--- config.mk ---
export PLATFORM = sky130hd
export DESIGN_NAME = qw_narrow_unit
export DESIGN_NICKNAME = d
export VERILOG_FILES = /design/src/rtl/nrw_pkg.sv /design/src/rtl/nrw_lane_conv.sv /design/src/rtl/nrw_byte_select.sv /design/src/rtl/qw_narrow_unit.sv
export SDC_FILE = /design/constraint.sdc
export NUM_CORES = 1
export LEC_CHECK = 0
export ABC_AREA = 0
export ABC_CLOCK_PERIOD_IN_PS = 1300
export BUFFER_PORTS_ARGS = -buffer_cell sky130_fd_sc_hd__buf_2
export CAP_MARGIN = 20
export CORE_AREA = 3 3 306 308
export DETAILED_ROUTE_END_ITERATION = 10
export DIE_AREA = 0 0 309 311
export GPL_ROUTABILITY_DRIVEN = 0
export GPL_TIMING_DRIVEN = 0
export SETUP_SLACK_MARGIN = 0.02
export SYNTH_ARGS = -nofsm -noshare
export SYNTH_HDL_FRONTEND = slang
export SYNTH_SLANG_ARGS = --single-unit
--- constraint.sdc ---
create_clock -name clk -period 1.3 [get_ports clk]
set_clock_uncertainty 0.2 [all_clocks]
set_input_delay 0.195 -clock clk [delete_from_list [all_inputs] [get_ports clk]]
set_output_delay 0.195 -clock clk [all_outputs]
set_load 0.01 [all_outputs]
--- src/rtl/nrw_pkg.sv ---
package nrw_pkg;

    typedef enum logic [1:0] {
        NRW_TRUNC   = 2'b00,
        NRW_SCLAMP  = 2'b01,
        NRW_UCLAMP  = 2'b10,
        NRW_BADMODE = 2'b11
    } nrw_mode_e;

    typedef enum logic [1:0] {
        NRW_LEN2   = 2'b00,
        NRW_LEN4   = 2'b01,
        NRW_LEN8   = 2'b10,
        NRW_BADLEN = 2'b11
    } nrw_len_e;

    // Active-lane vector for a length code (bit j set when lane j participates).
    function automatic logic [7:0] nrw_active(input logic [1:0] len);
        logic [7:0] act;
        act = 8'h00;
        for (int j = 0; j < 8; j++) begin
            if (len != NRW_BADLEN && j < (2 << len)) act[j] = 1'b1;
        end
        return act;
    endfunction

endpackage

--- src/rtl/nrw_lane_conv.sv ---
module nrw_lane_conv #(
    parameter int SRC_W = 64,
    parameter int OUT_W = 8
) (
    input  logic [1:0]       mode_i,
    input  logic [SRC_W-1:0] lane_i,
    output logic [OUT_W-1:0] byte_o
);
    import nrw_pkg::*;

    localparam int HI_W = SRC_W - OUT_W;

    logic signed_fits;
    logic unsigned_fits;
    logic [OUT_W-1:0] s_max, s_min, u_max;

    // Signed value fits when bits [SRC_W-1:OUT_W-1] are all equal.
    assign signed_fits   = (lane_i[SRC_W-1:OUT_W-1] == '0) || (lane_i[SRC_W-1:OUT_W-1] == '1);
    assign unsigned_fits = (lane_i[SRC_W-1:OUT_W] == {HI_W{1'b0}});
    assign s_max         = {1'b0, {(OUT_W-1){1'b1}}};
    assign s_min         = {1'b1, {(OUT_W-1){1'b0}}};
    assign u_max         = {OUT_W{1'b1}};

    always_comb begin
        unique case (nrw_mode_e'(mode_i))
            NRW_SCLAMP: begin
                if (signed_fits)          byte_o = lane_i[OUT_W-1:0];
                else if (lane_i[SRC_W-1]) byte_o = s_min;
                else                      byte_o = s_max;
            end
            NRW_UCLAMP: byte_o = unsigned_fits ? lane_i[OUT_W-1:0] : u_max;
            default:    byte_o = lane_i[OUT_W-1:0];
        endcase
    end

endmodule

--- src/rtl/nrw_byte_select.sv ---
module nrw_byte_select #(
    parameter int LANES  = 8,
    parameter int BYTE_W = 8,
    parameter int DST_W  = 128
) (
    input  logic [LANES*BYTE_W-1:0] conv_i,
    input  logic [LANES-1:0]        active_i,
    input  logic [LANES-1:0]        kmask_i,
    input  logic                    mask_on_i,
    input  logic                    zero_fill_i,
    input  logic                    to_mem_i,
    input  logic [LANES*BYTE_W-1:0] prev_i,
    output logic [DST_W-1:0]        reg_o,
    output logic [LANES*BYTE_W-1:0] st_data_o,
    output logic [LANES-1:0]        st_be_o
);
    localparam int LOW_W = LANES * BYTE_W;

    logic [LOW_W-1:0] reg_low;

    for (genvar j = 0; j < LANES; j++) begin : g_lane
        logic take;
        assign take = active_i[j] && (!mask_on_i || kmask_i[j]);

        always_comb begin
            reg_low[j*BYTE_W +: BYTE_W]   = '0;
            st_data_o[j*BYTE_W +: BYTE_W] = '0;
            st_be_o[j]                    = 1'b0;
            if (to_mem_i) begin
                if (take) begin
                    st_data_o[j*BYTE_W +: BYTE_W] = conv_i[j*BYTE_W +: BYTE_W];
                    st_be_o[j]                    = 1'b1;
                end
            end else if (active_i[j]) begin
                if (take)              reg_low[j*BYTE_W +: BYTE_W] = conv_i[j*BYTE_W +: BYTE_W];
                else if (!zero_fill_i) reg_low[j*BYTE_W +: BYTE_W] = prev_i[j*BYTE_W +: BYTE_W];
            end
        end
    end

    if (DST_W > LOW_W) begin : g_pad
        assign reg_o = {{(DST_W-LOW_W){1'b0}}, reg_low};
    end else begin : g_nopad
        assign reg_o = reg_low[DST_W-1:0];
    end

endmodule

--- src/rtl/qw_narrow_unit.sv ---
module qw_narrow_unit #(
    parameter int LANES  = 8,
    parameter int LANE_W = 64,
    parameter int BYTE_W = 8,
    parameter int DST_W  = 128
) (
    input  logic                       clk,
    input  logic                       rst_n,
    input  logic                       op_valid,
    input  logic [1:0]                 narrow_mode,
    input  logic [1:0]                 vec_len,
    input  logic                       mask_on,
    input  logic                       zero_fill,
    input  logic                       to_mem,
    input  logic [LANES-1:0]           lane_mask,
    input  logic [LANES*LANE_W-1:0]    src,
    input  logic [LANES*BYTE_W-1:0]    prev_dst,
    output logic                       res_valid,
    output logic                       illegal_op,
    output logic [DST_W-1:0]           reg_dst,
    output logic [LANES*BYTE_W-1:0]    st_data,
    output logic [LANES-1:0]           st_be
);
    import nrw_pkg::*;

    localparam int LOW_W = LANES * BYTE_W;

    logic                 legal;
    logic [LANES-1:0]     active;
    logic [LOW_W-1:0]     conv;
    logic [DST_W-1:0]     reg_nxt;
    logic [LOW_W-1:0]     st_data_nxt;
    logic [LANES-1:0]     st_be_nxt;
    logic                 to_mem_q;
    logic [1:0]           len_q;

    assign legal = (narrow_mode != NRW_BADMODE) && (vec_len != NRW_BADLEN);

    for (genvar j = 0; j < LANES; j++) begin : g_act
        assign active[j] = (vec_len != NRW_BADLEN) && (j < (2 << vec_len));
    end

    for (genvar j = 0; j < LANES; j++) begin : g_conv
        nrw_lane_conv #(.SRC_W(LANE_W), .OUT_W(BYTE_W)) u_conv (
            .mode_i (narrow_mode),
            .lane_i (src[j*LANE_W +: LANE_W]),
            .byte_o (conv[j*BYTE_W +: BYTE_W])
        );
    end

    nrw_byte_select #(.LANES(LANES), .BYTE_W(BYTE_W), .DST_W(DST_W)) u_sel (
        .conv_i      (conv),
        .active_i    (active),
        .kmask_i     (lane_mask),
        .mask_on_i   (mask_on),
        .zero_fill_i (zero_fill),
        .to_mem_i    (to_mem),
        .prev_i      (prev_dst),
        .reg_o       (reg_nxt),
        .st_data_o   (st_data_nxt),
        .st_be_o     (st_be_nxt)
    );

    always_ff @(posedge clk or negedge rst_n) begin
        if (!rst_n) begin
            res_valid  <= 1'b0;
            illegal_op <= 1'b0;
            reg_dst    <= '0;
            st_data    <= '0;
            st_be      <= '0;
            to_mem_q   <= 1'b0;
            len_q      <= 2'b00;
        end else begin
            res_valid  <= op_valid;
            illegal_op <= op_valid && !legal;
            to_mem_q   <= op_valid && to_mem;
            len_q      <= vec_len;
            if (op_valid && legal) begin
                reg_dst <= reg_nxt;
                st_data <= st_data_nxt;
                st_be   <= st_be_nxt;
            end else begin
                reg_dst <= '0;
                st_data <= '0;
                st_be   <= '0;
            end
        end
    end

    // one-cycle latency of the valid flag
    a_r1_latency: assert property (@(posedge clk) disable iff (!rst_n)
        op_valid |=> res_valid);
    // quiet outputs when no result
    a_r1_idle_quiet: assert property (@(posedge clk) disable iff (!rst_n)
        !res_valid |-> (reg_dst == '0 && st_be == '0 && st_data == '0 && !illegal_op));
    // no store enables for a register target
    a_r8_reg_no_store: assert property (@(posedge clk) disable iff (!rst_n)
        (res_valid && !to_mem_q) |-> (st_be == '0 && st_data == '0));
    // bits above the widest lane count stay clear
    a_r8_upper_clear: assert property (@(posedge clk) disable iff (!rst_n)
        reg_dst[DST_W-1:LOW_W] == '0);
    // enables only within active lanes, and no register result
    a_r9_be_in_range: assert property (@(posedge clk) disable iff (!rst_n)
        (res_valid && to_mem_q) |-> ((st_be & ~nrw_active(len_q)) == '0 && reg_dst == '0));
    // illegal operation produces no data
    a_r10_illegal_quiet: assert property (@(posedge clk) disable iff (!rst_n)
        illegal_op |-> (res_valid && reg_dst == '0 && st_be == '0 && st_data == '0));

endmodule

Word level (Yosys, flattened, before mapping)

Index checks and enable logic that the tools add are counted.

Register bits after elaboration: 138
Output and inout port bits: 202
Bits of input ports: 594
Word-level logic and storage cells: 178

Magnitude comparators: 8
Reductions and logical operators: 53
Eq/ne operators: 12
Multiplexer cells: 99
Shifts and indexed selects: 1

Operators with widths:

| operator               | count |
|---|---|
| $mux W8                | 73 |
| $eq A57 B57 Y1 const B | 8 |
| $logic_not A57 Y1      | 8 |
| $logic_not A56 Y1      | 8 |
| $lt A4 B32 Y1 const A  | 4 |
| $mux W64               | 2 |
| $pmux W8 S2            | 8 |
| $lt A3 B32 Y1 const A  | 2 |
| $lt A1 B32 Y1 const A  | 1 |
| $lt A2 B32 Y1 const A  | 1 |
| $shl A2 B2 Y32 const A | 1 |
| $logic_and A1 B1 Y1    | 19 |
| $logic_or A1 B1 Y1     | 16 |
| $mux W1                | 16 |
| $ne A2 B2 Y1 const B   | 2 |
| $eq A2 B1 Y1 const B   | 1 |
| $eq A2 B2 Y1 const B   | 1 |
| $logic_not A1 Y1       | 2 |

Depth between registers and ports, before layout

Gate-level depths: netlist (run 1).

Word-level depth: 8
Mapped depth: 9
Depth with buffers taken out: 8

Cells and area by module

Synthesis (run 1) repeated with hierarchy kept, for this count alone.

Cell total of the unflattened synthesis: 1400
Area, all modules: 14475.1 um^2

By module, submodules not included:

| module          | cells an instance | area an instance (um^2) | instances | sequential area each (um^2) |
|---|---|---|---|---|
| qw_narrow_unit  | 455               | 8237.9                  | 1         | 5054.8 |
| nrw_lane_conv   | 69                | 480.5                   | 8         | 0.0 |
| nrw_byte_select | 393               | 2393.5                  | 1         | 0.0 |

Worst setup path before layout (run 1)

OpenSTA, ideal clock, no wires.

Path type: input -> register
Start: input port narrow_mode[0]
End: register reg_dst[56]
Path buffers: 1
Stages on the path: 8
Required time: 0.962 ns
Arrival: 1.853 ns
Setup slack: -0.891 ns
Cells stage by stage: inv_1 -> ha_1 -> nor2_1 -> nor2_1 -> a22oi_1 -> and2_1 -> buf_4 -> a211oi_1

Cells in the longest elaborated chain, start to end: 6
Elaborated cells between the ends (all ways): 10
Those cells by class: eq/ne (3); mux (5); reduce/logical (2)

Ends and longest elaborated chain:

| item                                         | RTL line              | text |
|---|---|---|
| from (decl)                                  | qw_narrow_unit.sv:10  | `input logic [1:0] narrow_mode,` |
| $eq A2 B2 Y1 or $eq A2 B1 Y1 (tied branches) | nrw_lane_conv.sv:25   | `unique case (nrw_mode_e'(mode_i))` |
| $pmux W8 S2                                  | nrw_lane_conv.sv:25   |  |
| $mux W8                                      | nrw_byte_select.sv:35 | `if (take) reg_low[j*BYTE_W +: BYTE_W] = conv_i[j*BYTE_W +: BYTE_W];` |
| $mux W8                                      | nrw_byte_select.sv:34 | `end else if (active_i[j]) begin` |
| $mux W8                                      | nrw_byte_select.sv:29 | `if (to_mem_i) begin` |
| $mux W64 (*)                                 | qw_narrow_unit.sv:78  | `if (op_valid && legal) begin` |
| to (signal assigned)                         | qw_narrow_unit.sv:79  | `reg_dst <= reg_nxt;` |
| to (decl)                                    | qw_narrow_unit.sv:20  | `output logic [DST_W-1:0] reg_dst,` |

Every way passes the cells marked *; elsewhere a longest branch is shown, timed or not.

Worst setup path in the final report (run 1)

Start: input port src[63]
End: register reg_dst[5]

Cells in the longest elaborated chain, start to end: 8
Elaborated cells between the ends (all ways): 12
Those cells by class: eq/ne (1); mux (8); reduce/logical (3)

Ends and longest elaborated chain:

| item                                                | RTL line              | text |
|---|---|---|
| from (decl)                                         | qw_narrow_unit.sv:16  | `input logic [LANES*LANE_W-1:0] src,` |
| $eq A57 B57 Y1 or $logic_not A57 Y1 (tied branches) | nrw_lane_conv.sv:18   | `assign signed_fits = (lane_i[SRC_W-1:OUT_W-1] == '0) \|\| (lane_i[SRC_W-1:OUT_W-1] == '1);` |
| $logic_or A1 B1 Y1                                  | nrw_lane_conv.sv:18   |  |
| $mux W8                                             | nrw_lane_conv.sv:27   | `if (signed_fits) byte_o = lane_i[OUT_W-1:0];` |
| $pmux W8 S2 (*)                                     | nrw_lane_conv.sv:25   |  |
| $mux W8 (*)                                         | nrw_byte_select.sv:35 |  |
| $mux W8 (*)                                         | nrw_byte_select.sv:34 |  |
| $mux W8 (*)                                         | nrw_byte_select.sv:29 |  |
| $mux W64 (*)                                        | qw_narrow_unit.sv:78  |  |

Marks and branches as above.

==> metrics.md, run 1 <==
| Metric | Value |
|---|---|
| Status | finished with violations |
| Failing checks | negative hold slack, negative setup slack |
| CTS tree | done |
| Vias/cell | 4.124 |
| Post-synth EDFFs | 0 |
| Tot GR Track Use | 14.85% |
| Required @ worst endpoint | 1.48 ns |
| First-pass GRT wire length | 99090 µm |
| H-tree depth | 4 |
| Die area | 0.09610 mm² |
| Root Buffer | clkbuf_16 |
| CP Max Fanout | 4 |
| Cell area after placement | 0.01450 mm² |
| Sw power | 4933 µW |
| Clk buf depth | 2 |
| Num CTS Buffers | 17 |
| Synth top cells by count | dfrtp_1 (138), nand4_1 (134), nor4_1 (129) |
| Multi-input logic area | 0.006424 mm² |
| Simple-gate share of the synthesized area | 32.96% |
| Syn Area/Cell | 8.980 µm² |
| Fillers | 9951 |
| DP Wirelength | 61210 µm |
| CORE AREA | 0.09139 mm² |
| Synth top area share | 41.44% |
| Adder-cell share of the synthesized area | 0.7508% |
| WL/cell | 23.82 µm |
| TritonRoute pass-1 iters | 6 |
| Antenna Nets Post-Route | 0 |
| Top post-synthesis cells by area | dfrtp_1 (41%), nand4_1 (10%), nor4_1 (9.7%) |
| Netlist Area Pre-Place | 0.008333 mm² |
| Setup crit end kind | flip-flop |
| Switching part of the total | 34.08% |
| Hold Crit Class | in2async |
| Internal cell power | 9543 µW |
| Worst slew pin tran | 0.7116 ns |
| Final setup violation count | 267 |
| IO Count | 796 |
| Comb power frac | 32.7% |
| Mapped Cells | 928 |
| FFs w/ async S/R, synth | 100.0% |
| Slew headroom | 52.12% |
| Post-layout instance area | 0.01927 mm² |
| Fin nets | 2548 |
| Distinct cells, synth | 52 |
| Sequential cell area fraction in the yosys report | 41.44% |
| Final min period | 2.064 ns |
| Number of max-slew violations in the final report | 0 |
| Routed WL | 75540 µm |
| Std cell rows | 111 |
| Final Hold Vio Count | 80 |
| Mux share of post-synthesis cell area | 0.1351% |
| Most frequent cell after synthesis | dfrtp_1 |
| Area leader, netlist | dfrtp_1 |
| Crit path launch type | input port |
| Register Area | 0.003453 mm² |
| RSZ-0062 raised after global routing | true |
| Overall die height | 311 µm |
| Initial Util | 9.119% |
| Arrival time worst endpoint | 2.25 ns |
| Vias | 13080 |
| Largest net degree at the start of global routing | 75 |
| Clk pwr share | 36.6% |
| XOR/XNOR share of the synthesized area | 0% |
| Final period utilization | 158.8% |
| Most frequent CP cell | nand4_1 |
| Synth warn | 0 |
| Layout cells sized above 1 | 60.50% |
| Synth-to-layout area growth | 131.2% |
| DIE WIDTH | 309 µm |
| Final WS setup | -0.7641 ns |
| Max cap viols | 0 |
| Initial antenna violation count | 43 |
| Clock transition at the registers of the reported paths | 0.07 ns |
| Clock Sinks | 138 |
| DRC viols | 0 |
| Delay of the slowest cell on the worst path | 0.72 ns |
| Worst VDD drop | 0.8636 mV |
| CP cell instances | buf_2 -> nand4_1 -> nor4_1 -> nand4_1 -> o211ai_4 -> buf_6 -> a21oi_4 -> o21ai_1 |
| Dpl ws | -2.401 ns |
| Kind of critical path | in2reg |
| Top FF cell, synth | dfrtp_1 |
| Yosys reg bits | 138 |
| Hold-fix buffers, CTS | 131 |
| PD cells | 751.4 mW/mm² |
| Grt total ovfl | 0 |
| Flop pwr share | 30.6% |
| Hold slack | -0.4994 ns |
| Leak | 0.008510 µW |
| Achievable Freq | 484.5 MHz |
| Count of input and output buffers | 731 |
| Synth Area in Compound Gates | 17.33% |
| Critical path's slowest cell | nor4_1 |
| DRT iter0 DRCs | 1287 |
| Largest family of logic cells by synthesized area | simple AND/OR/NAND/NOR gates |
| Vias in the first global route | 13220 |
[worst max-delay path: cells and delay by family]
family	cells	cell delay, ns
and+or+nand+nor	3	1.28
AOI/OAI and AO/OA	3	0.46
buffers and inverters	2	0.31
[through the flow]
stage / power, µW / cells / utilization [%] / hold slack (ns) / TNS (ns)
2_1_floorplan: 5700 / 991 / - / -0.3006 / -68.84
3_3_place_gp: 7801 / 2908 / 15.80 / 0.1785 / -615.36
3_5_place_dp: 7842 / 2911 / 15.86 / 0.03330 / -256.04
4_1_cts: 14420 / 3140 / 20.41 / -0.5159 / -68.48
5_1_grt: 15050 / 3161 / 21.05 / -0.4648 / -82.85
6_report: 14480 / 3172 / 21.08 / -0.4994 / -72.54
[registers in the layout, indices dropped and copies added, names as in the netlist]
signal and flops:
illegal_op 1, reg_dst 64, res_valid 1, st_be 8
st_data 64
[per-layer routing]
layer  share of wire [%]  routed length, µm  up-vias  track usage, %
met2                  44              33150      871           22.80
li1                    -                  -     5694               -
met1                  41              31300     6314           18.34
met3                  10               7858      187           5.990
met5                0.26                194        -           1.011
met4                 4.0               3048       16           5.908
[power by group through the flow]
stage          logic (µW)  clock network, µW  registers (µW)
2_1_floorplan        1140                  0            4560
3_3_place_gp         3300                  0            4500
3_5_place_dp         3340                  0            4500
4_1_cts              4520               5470            4430
5_1_grt              5040               5570            4440
6_report             4740               5300            4430
[timing repair]
| action | 4_1_cts | 5_1_grt |
|---|---|---|
| gates resized for setup | 321 | 101 |
| gates cloned | 1 | 0 |
| setup buffers | 67 | 10 |
| pin swaps | 99 | 67 |
| endpoints found under the hold margin | 200 | 67 |
| setup endpoints to repair | 272 | 268 |
[how the worst max path moves through the flow]
| stage | start | endpoint | slack [ns] | depth (start not counted) |
|---|---|---|---|---|
| 3_5_place_dp | narrow_mode[0] | reg_dst[8]$_DFF_PN0_ | -2.40 | 9 |
| 4_1_cts | src[122] | reg_dst[13]$_DFF_PN0_ | -0.73 | 9 |
| 5_1_grt | src[82] | reg_dst[13]$_DFF_PN0_ | -0.81 | 9 |
| 3_3_place_gp | src[72] | reg_dst[8]$_DFF_PN0_ | -3.76 | 7 |
| 2_1_floorplan | src[47] | reg_dst[0]$_DFF_PN0_ | -0.61 | 6 |
| 6_report | src[63] | reg_dst[5]$_DFF_PN0_ | -0.76 | 8 |
[logic make-up after synthesis]
logic type / Yosys count
simple gates: 470
compound gates: 218
flops: 138
buf+inv: 95
fa+ha+maj: 5
mux: 1
other cells: 1
[area by class of cell]
class / instances / share of cell area, %
multi-input combinational: 758 / 33.34
sequential: 138 / 17.92
antenna: 24 / 0.3117
tap: 1186 / 7.702
inverter: 13 / 0.4416
timing repair buffer: 941 / 33.87
buffer: 80 / 3.234
clock buffer: 18 / 2.279
clock inverter: 14 / 0.9027
[placed cells by master, fill, tap and decap left out, drive strengths merged, types with 4 or more instances in the layout]
| master | count |
|---|---|
| a31o | 28 |
| a21oi | 67 |
| clkinv | 6 |
| nor2b | 8 |
| nand3b | 6 |
| o211ai | 11 |
| a211oi | 21 |
| buf | 877 |
| conb | 64 |
| clkbuf | 31 |
| o22ai | 8 |
| ha | 5 |
| and3 | 6 |
| or2 | 4 |
| dfrtp | 138 |
| nand2 | 62 |
| nor4 | 129 |
| nor3 | 18 |
| diode | 24 |
| or4 | 12 |
| inv | 16 |
| nand2b | 10 |
| nor2 | 52 |
| a22oi | 6 |
| o21ai | 58 |
| o21a | 4 |
| and4 | 12 |
| dlygate4sd3 | 131 |
| nand3 | 8 |
| nand4 | 135 |
Power figures use the tool's default switching activity.
==> run 2: changes to the inputs <==
Settings changed: ABC_CLOCK_PERIOD_IN_PS 1300 to 2600, CORE_AREA 3 3 306 308 to 3 3 309 311, DIE_AREA 0 0 309 311 to 0 0 312 314, SYNTH_HIERARCHICAL set to 1.
Clock period 1.3 ns to 2.6 ns, I/O delays scaled along.
==> run 2 against run 1 <==
  * The flow now finishes without violations
  * Sequential cell count grew 64
  * Combinational power shrank 49%
  * Synthesized area grew 74%
  * Design area grew 14%
  * Synthesized cell count grew 51%
  * Clock-buffer cell count grew 17
  * Critical path depth grew 1
  * Die area grew 1.9%
  * Via count grew 20%
  * Clock power shrank 26%
==> metrics.md, run 2 <==
| Metric | Value |
|---|---|
| Status | finished clean |
| Final Hold Vio Count | 0 (-100%) |
| Antenna Nets Post-Route | 0 (unchanged) |
| Critical path's slowest cell | or3b_2 |
| Most frequent cell after synthesis | dfrtp_1 |
| Hold Crit Class | in2reg |
| Top post-synthesis cells by area | dfrtp_1 (35%), nor3b_2 (17%), nand4_1 (4.8%) |
| Vias | 15640 (+20%) |
| Post-synth EDFFs | 0 (unchanged) |
| Initial antenna violation count | 21 (-51%) |
| FFs w/ async S/R, synth | 100.0% (unchanged) |
| DRT iter0 DRCs | 1118 (-13%) |
| Largest regs | reg_dst (128), st_data (64), st_be (8) |
| Clock Sinks | 202 (+46%) |
| Reg with most FFs | reg_dst |
| Required @ worst endpoint | 2.83 ns (+1.35 ns) |
| Buf/Inv on CP | 2 (unchanged) |
| Slew headroom | 32.67% (-19 points) |
| CORE AREA | 0.09305 mm² (+1.8%) |
| Synth-to-layout area growth | 51.74% |
| Tot GR Track Use | 15.91% (+1.1 points) |
| Largest register FFs | 128 |
| Distinct cells, synth | 39 (-25%) |
| Clk buf depth | 3 (+1) |
| Final setup violation count | 0 (-100%) |
| Initial Util | 15.56% (+6.4 points) |
| Max cap viols | 0 (unchanged) |
| Final min period | 2.542 ns |
| DIE WIDTH | 312 µm (+0.97%) |
| Commonest non-fill, non-tap cell in the layout | buf_2 |
| Synth top area share | 34.92% (-6.5 points) |
| Beginning of the worst hold path | prev_dst[10] |
| CTS tree | done |
| DRC viols | 0 (unchanged) |
| Area leader, netlist | dfrtp_1 |
| Overall die height | 314 µm (+0.96%) |
| Crit path max-delay family | simple AND/OR/NAND/NOR gates |
| Setup crit end kind | flip-flop |
| Worst min-delay path endpoint | reg_dst[10]$_DFF_PN0_ |
| Die area | 0.09797 mm² (+1.9%) |
| Layout cells sized above 1 | 54.78% (-5.7 points) |
| Delay of the slowest cell on the worst path | 0.46 ns (-0.26 ns) |
| Largest net degree at the start of global routing | 91 (+21%) |
| IO Count | 796 (unchanged) |
| Grt total ovfl | 0 (unchanged) |
| RSZ-0062 raised after global routing | false |
| H-tree depth | 1 (-3) |
| Fillers | 10200 (+2.5%) |
| Netlist Area Pre-Place | 0.01448 mm² (+74%) |
| Most frequent cells in the layout | buf_2 (813), dfrtp_1 (202), nor3b_2 (199) |
| Arrival time worst endpoint | 2.77 ns (+0.52 ns) |
| Synth warn | 6 (+6) |
| Syn Area/Cell | 10.34 µm² (+15%) |
| Clock transition at the registers of the reported paths | 0.06 ns (about the same) |
| Achievable Freq | 393.4 MHz |
| Worst VDD drop | 0.4829 mV (-44%) |
| TritonRoute pass-1 iters | 6 (unchanged) |
| Post-layout instance area | 0.02196 mm² (+14%) |
| PD cells | 435.9 mW/mm² (-42%) |
| WHS Path Cells | 4 |
| Routed WL | 82590 µm (+9.3%) |
| Count of input and output buffers | 795 (+8.8%) |
| Setup bufs post-CTS | 0 (-100%) |
| Cell area after placement | 0.02035 mm² (+40%) |
| Top FF cell, synth | dfrtp_1 |
| Num CTS Buffers | 28 (+11) |
| CP cell instances | buf_16 -> inv_1 -> ha_1 -> or3b_2 -> o32a_2 -> o21ai_1 -> nand2_1 -> a21oi_1 -> nor3b_2 |
| First-pass GRT wire length | 112600 µm (+14%) |
| WL/cell | 22.78 µm (-4.3%) |
| DP Wirelength | 68540 µm (+12%) |
| Crit path launch type | input port |
| Leak | 0.01035 µW (+22%) |
| Fin nets | 2958 (+16%) |
| Number of max-slew violations in the final report | 0 (unchanged) |
| Synth top cells by count | dfrtp_1 (202), nor3b_2 (200), nand2_1 (144) |
| Kind of critical path | in2reg |
| Hold slack | 0.05621 ns (+0.5556 ns) |
| Vias/cell | 4.314 (+4.6%) |
| Root Buffer | clkbuf_16 |
| Std cell rows | 112 (+0.90%) |
| Vias in the first global route | 15660 (+18%) |
| Worst slew pin tran | 1.010 ns (+0.2984 ns) |
| Sequential cell area fraction in the yosys report | 34.92% (-6.5 points) |
| Final period utilization | 97.77% |
| Yosys reg bits | 202 (+46%) |
| Mapped Cells | 1400 (+51%) |
| CP Max Fanout | 17 (+13) |
-- run 2: changes by cell type after synthesis, sizes merged, moves of 58 or more --
| cell | before | now |
|---|---|---|
| nor3b | 0 | 200 |
| and2 | 3 | 65 |
| nand2 | 62 | 144 |
| dfrtp | 138 | 202 |
| nand3b | 6 | 64 |
| buf | 69 | 139 |
-- run 2: cell families (layout without fill, tap and decap cells) --
| group | Yosys count | after routing | synth area share [%] |
|---|---|---|---|
| buf+inv | 183 | 1084 | 9.854 |
| flops | 202 | 202 | 34.92 |
| simple gates | 842 | 842 | 47.07 |
| other cells | 1 | 71 | 0.02591 |
| compound gates | 153 | 153 | 6.483 |
| fa+ha+maj | 19 | 19 | 1.642 |
-- run 2: timing repair --
action | 4_1_cts | 5_1_grt
pin swaps | 1 | 2
gates resized for setup | 18 | 5
hold buffers | 53 | 0
setup endpoints to repair | 43 | 8
endpoints found under the hold margin | 255 | 0
-- run 2: area by class of cell --
| class | count | area (µm²) | share of cell area, % |
|---|---|---|---|
| clock inverters | 14 | 171.4 | 0.7804 |
| well taps | 1254 | 1569 | 7.143 |
| diodes | 7 | 17.52 | 0.07975 |
| plain buffers | 156 | 1325 | 6.032 |
| inverters | 27 | 101.3 | 0.4614 |
| multi-input cells | 1078 | 8335 | 37.95 |
| repair buffers | 852 | 4633 | 21.09 |
| clock buffers | 35 | 757.0 | 3.446 |
| flip-flops and latches | 202 | 5055 | 23.01 |
-- run 2: worst max-delay path by stage --
stage / start / to / slack, ns / cells after the start
floorplan: narrow_mode[0] / reg_dst[10]$_DFF_PN0_ / 0.38 / 8
global placement: rst_n / reg_dst[9]$_DFF_PN0_ / -3.12 / 1
detailed placement: narrow_mode[0] / reg_dst[32]$_DFF_PN0_ / -1.68 / 9
CTS: narrow_mode[0] / reg_dst[32]$_DFF_PN0_ / 0.02 / 9
global route: src[165] / st_data[16]$_DFF_PN0_ / 0.02 / 8
finish: narrow_mode[0] / reg_dst[11]$_DFF_PN0_ / 0.06 / 9
-- run 2: tightest hold or removal path, stage by stage --
cell	delay, ns
buf_2	0.11
nand3b_1	0.09
a21oi_1	0.06
nor3b_2	0.15
-- run 2: metal layers --
metal  vias to the layer above  track usage (%)  part of all wire [%]
met5                         -                0                 0.033
met1                      7582            20.65                    42
met4                         4            4.793                   3.2
met2                       898            26.31                    46
li1                       7012                -                     -
met3                       142            3.627                   8.2
-- run 2: stage by stage --
stage / setup slack, ns / utilization (%) / total power [µW] / std cells / TNS [ns]
6_report: 0.05793 / 23.61 / 9575 / 3625 / 0
5_1_grt: 0.02270 / 23.59 / 10060 / 3619 / 0
4_1_cts: 0.02118 / 23.55 / 9744 / 3618 / 0
3_5_place_dp: -1.677 / 21.87 / 5619 / 3516 / -76.50
3_3_place_gp: -3.123 / 21.77 / 5585 / 3512 / -703.00
2_1_floorplan: 0.3815 / - / 4343 / 1463 / 0
-- run 2: where the power goes --
part | internal, µW | switching [µW]
sequential | 3230 | 25.8
combinational | 1010 | 1390
clock | 2270 | 1650
==> run 3: changes to the inputs <==
Settings changed: CAP_MARGIN 20 to 5, REMOVE_ABC_BUFFERS set to 1.
==> run 3 against run 2 <==
  * Sequential power barely moved
  * Critical path type unchanged
  * Critical path depth did not move
  * Die area did not move
  * Setup slack improved by 0.12 ns
  * Sequential share of layout area rose by 1.6 points
  * Clock power barely moved
  * Maximum frequency rose by 5.1%
  * Non-clock buffer count fell by 169
  * First-iteration DRC count fell by 19%
  * Largest power group unchanged
==> metrics.md, run 3 (same netlist as run 2, synthesis figures left out) <==
| Metric | Value |
|---|---|
| Max Used Layer | met5 |
| IO Count | 796 (unchanged) |
| Clock Sinks | 202 (unchanged) |
| Final Hold Vio Count | 0 (unchanged) |
| Most frequent cells in the layout | buf_2 (792), dfrtp_1 (202), nor3b_2 (200) |
| Routed wl met3 | 5667 µm (-16%) |
| Synth-to-layout area growth | 42.02% |
| Die area | 0.09797 mm² (unchanged) |
| Post-layout instance area | 0.02056 mm² (-6.4%) |
| H-tree depth | 1 (unchanged) |
| Achievable Freq | 413.3 MHz (+5.1%) |
| Hold slack | 0.04021 ns (-0.01600 ns) |
| Fin cells | 3460 (-4.6%) |
| Count of input and output buffers | 795 (unchanged) |
| Leak | 0.009549 µW (-7.8%) |
| Arrival time worst endpoint | 2.71 ns (-0.06 ns) |
| Final min period | 2.419 ns (-0.1228 ns) |
| Initial antenna violation count | 14 (-33%) |
| Num CTS Buffers | 27 (-3.6%) |
| Vias | 14510 (-7.2%) |
| CORE AREA | 0.09305 mm² (unchanged) |
| Hold Crit Class | in2reg |
| Setup TNS Final | 0 ns (unchanged) |
| RSZ-0062 raised after global routing | false |
| Initial Util | 15.56% (unchanged) |
| CP Max Fanout | 17 (unchanged) |
| Max cap viols | 0 (unchanged) |
| Tot GR Track Use | 12.98% (-2.9 points) |
| DP Wirelength | 55020 µm (-20%) |
| Grt total ovfl | 0 (unchanged) |
| Reg with most FFs | reg_dst |
| Final period utilization | 93.05% (-4.7 points) |
| Layout cells sized above 1 | 53.19% (-1.6 points) |
| Number of max-slew violations in the final report | 0 (unchanged) |
| Largest regs | reg_dst (128), st_data (64), st_be (8) |
| Crit path launch type | input port |
| WL/cell | 19.44 µm (-15%) |
| CTS tree | done |
| Fin nets | 2788 (-5.7%) |
| PD cells | 449.3 mW/mm² (+3.1%) |
| Overall die height | 314 µm (unchanged) |
| Met2 WL | 32350 µm (-16%) |
| Slew headroom | 12.78% (-20 points) |
| Worst slew pin tran | 1.308 ns (+0.2983 ns) |
| Vias in the first global route | 14990 (-4.2%) |
| Commonest non-fill, non-tap cell in the layout | buf_2 |
| Final setup violation count | 0 (unchanged) |
| Setup crit end kind | flip-flop |
| Vias/cell | 4.195 (-2.8%) |
| Kind of critical path | in2reg |
| WHS Path Cells | 4 (unchanged) |
| TritonRoute pass-1 iters | 5 (-1) |
| Worst VDD drop | 0.3969 mV (-18%) |
| Status | finished clean |
| Cell count after placement | 3366 (-4.3%) |
| Setup bufs post-CTS | 0 (unchanged) |
| Cell area after placement | 0.01921 mm² (-5.6%) |
| Antenna Nets Post-Route | 0 (unchanged) |
| Worst min-delay path endpoint | reg_dst[18]$_DFF_PN0_ |
| First-pass GRT wire length | 96280 µm (-15%) |
| Routed WL | 67260 µm (-19%) |
| Root Buffer | clkbuf_16 |
| Largest register FFs | 128 (unchanged) |
| M1 WL | 26410 µm (-24%) |
| Largest net degree at the start of global routing | 103 (+13%) |
| Std cell rows | 112 (unchanged) |
| Clk buf depth | 3 (unchanged) |
| Required @ worst endpoint | 2.89 ns (+0.06 ns) |
| Clock transition at the registers of the reported paths | 0.06 ns (about the same) |
| Beginning of the worst hold path | prev_dst[18] |
| DRT iter0 DRCs | 909 (-19%) |
| DIE WIDTH | 312 µm (unchanged) |
| DRC viols | 0 (unchanged) |
[run 3: changes by cell type in the layout (fill, tap and decap cells not counted), moves of 5 or more]
cell           change
clkbuf_1          -19
dlygate4sd3_1     -19
buf_2             -21
diode_2            +5
buf_6              -7
buf_12            -20
nor4_4             -5
buf_16             +6
buf_4             -83
buf_1              -6
[run 3: area by class of cell]
class                      count  area (µm²)
sequential                   202        5055
inverter                      27       101.3
multi-input combinational   1078        8265
tap                         1254        1569
fill                       10260       72490
clock inverter                13       161.4
antenna                       12       30.03
timing repair buffer         839        4609
clock buffer                  35       765.7
[run 3: metal layers]
layer / up-vias / global-route usage, %
met5: - / 0
met4: 4 / 5.147
met3: 132 / 3.904
met2: 748 / 22.36
met1: 6953 / 15.05
li1: 6676 / -
[run 3: worst max path at each step]
stage,startpoint,endpoint
final,narrow_mode[0],reg_dst[5]$_DFF_PN0_
after global routing,narrow_mode[0],reg_dst[43]$_DFF_PN0_
after CTS,src[101],st_data[11]$_DFF_PN0_
after detailed placement,narrow_mode[0],reg_dst[43]$_DFF_PN0_
after global placement,rst_n,reg_dst[100]$_DFF_PN0_
after floorplan,vec_len[0],reg_dst[0]$_DFF_PN0_
[run 3: what timing repair did]
item                                    4_1_cts  5_1_grt
pin swaps                                     0        0
endpoints found under the setup margin       39       16
hold endpoints to repair                    236        0
cloned                                        0        0
gates resized for setup                       3        7
hold buffers                                 34        0
[run 3: critical path, cell delays in order]
cell and delay [ns]:
buf_6 0.27, inv_1 0.08, ha_1 0.34, or3b_2 0.45, o32a_2 0.40, o21ai_1 0.18, nand2_1 0.08, a21oi_1 0.28
nor3b_2 0.21
[run 3: stage by stage]
stage | total power (µW) | worst slack (ns) | utilization, %
final | 9237 | 0.1807 | 22.09
after global routing | 9690 | 0.1056 | 22.08
after CTS | 9384 | 0.02516 | 22.02
after detailed placement | 5296 | -0.8384 | 20.65
after global placement | 5234 | -3.031 | 20.35
after floorplan | 4126 | -0.3645 | -
[run 3: report_power, final]
| group | total (µW) | switching, µW | internal (µW) |
|---|---|---|---|
| logic | 2040 | 1210 | 833 |
| registers | 3260 | 24.3 | 3230 |
| clock network | 3940 | 1580 | 2370 |
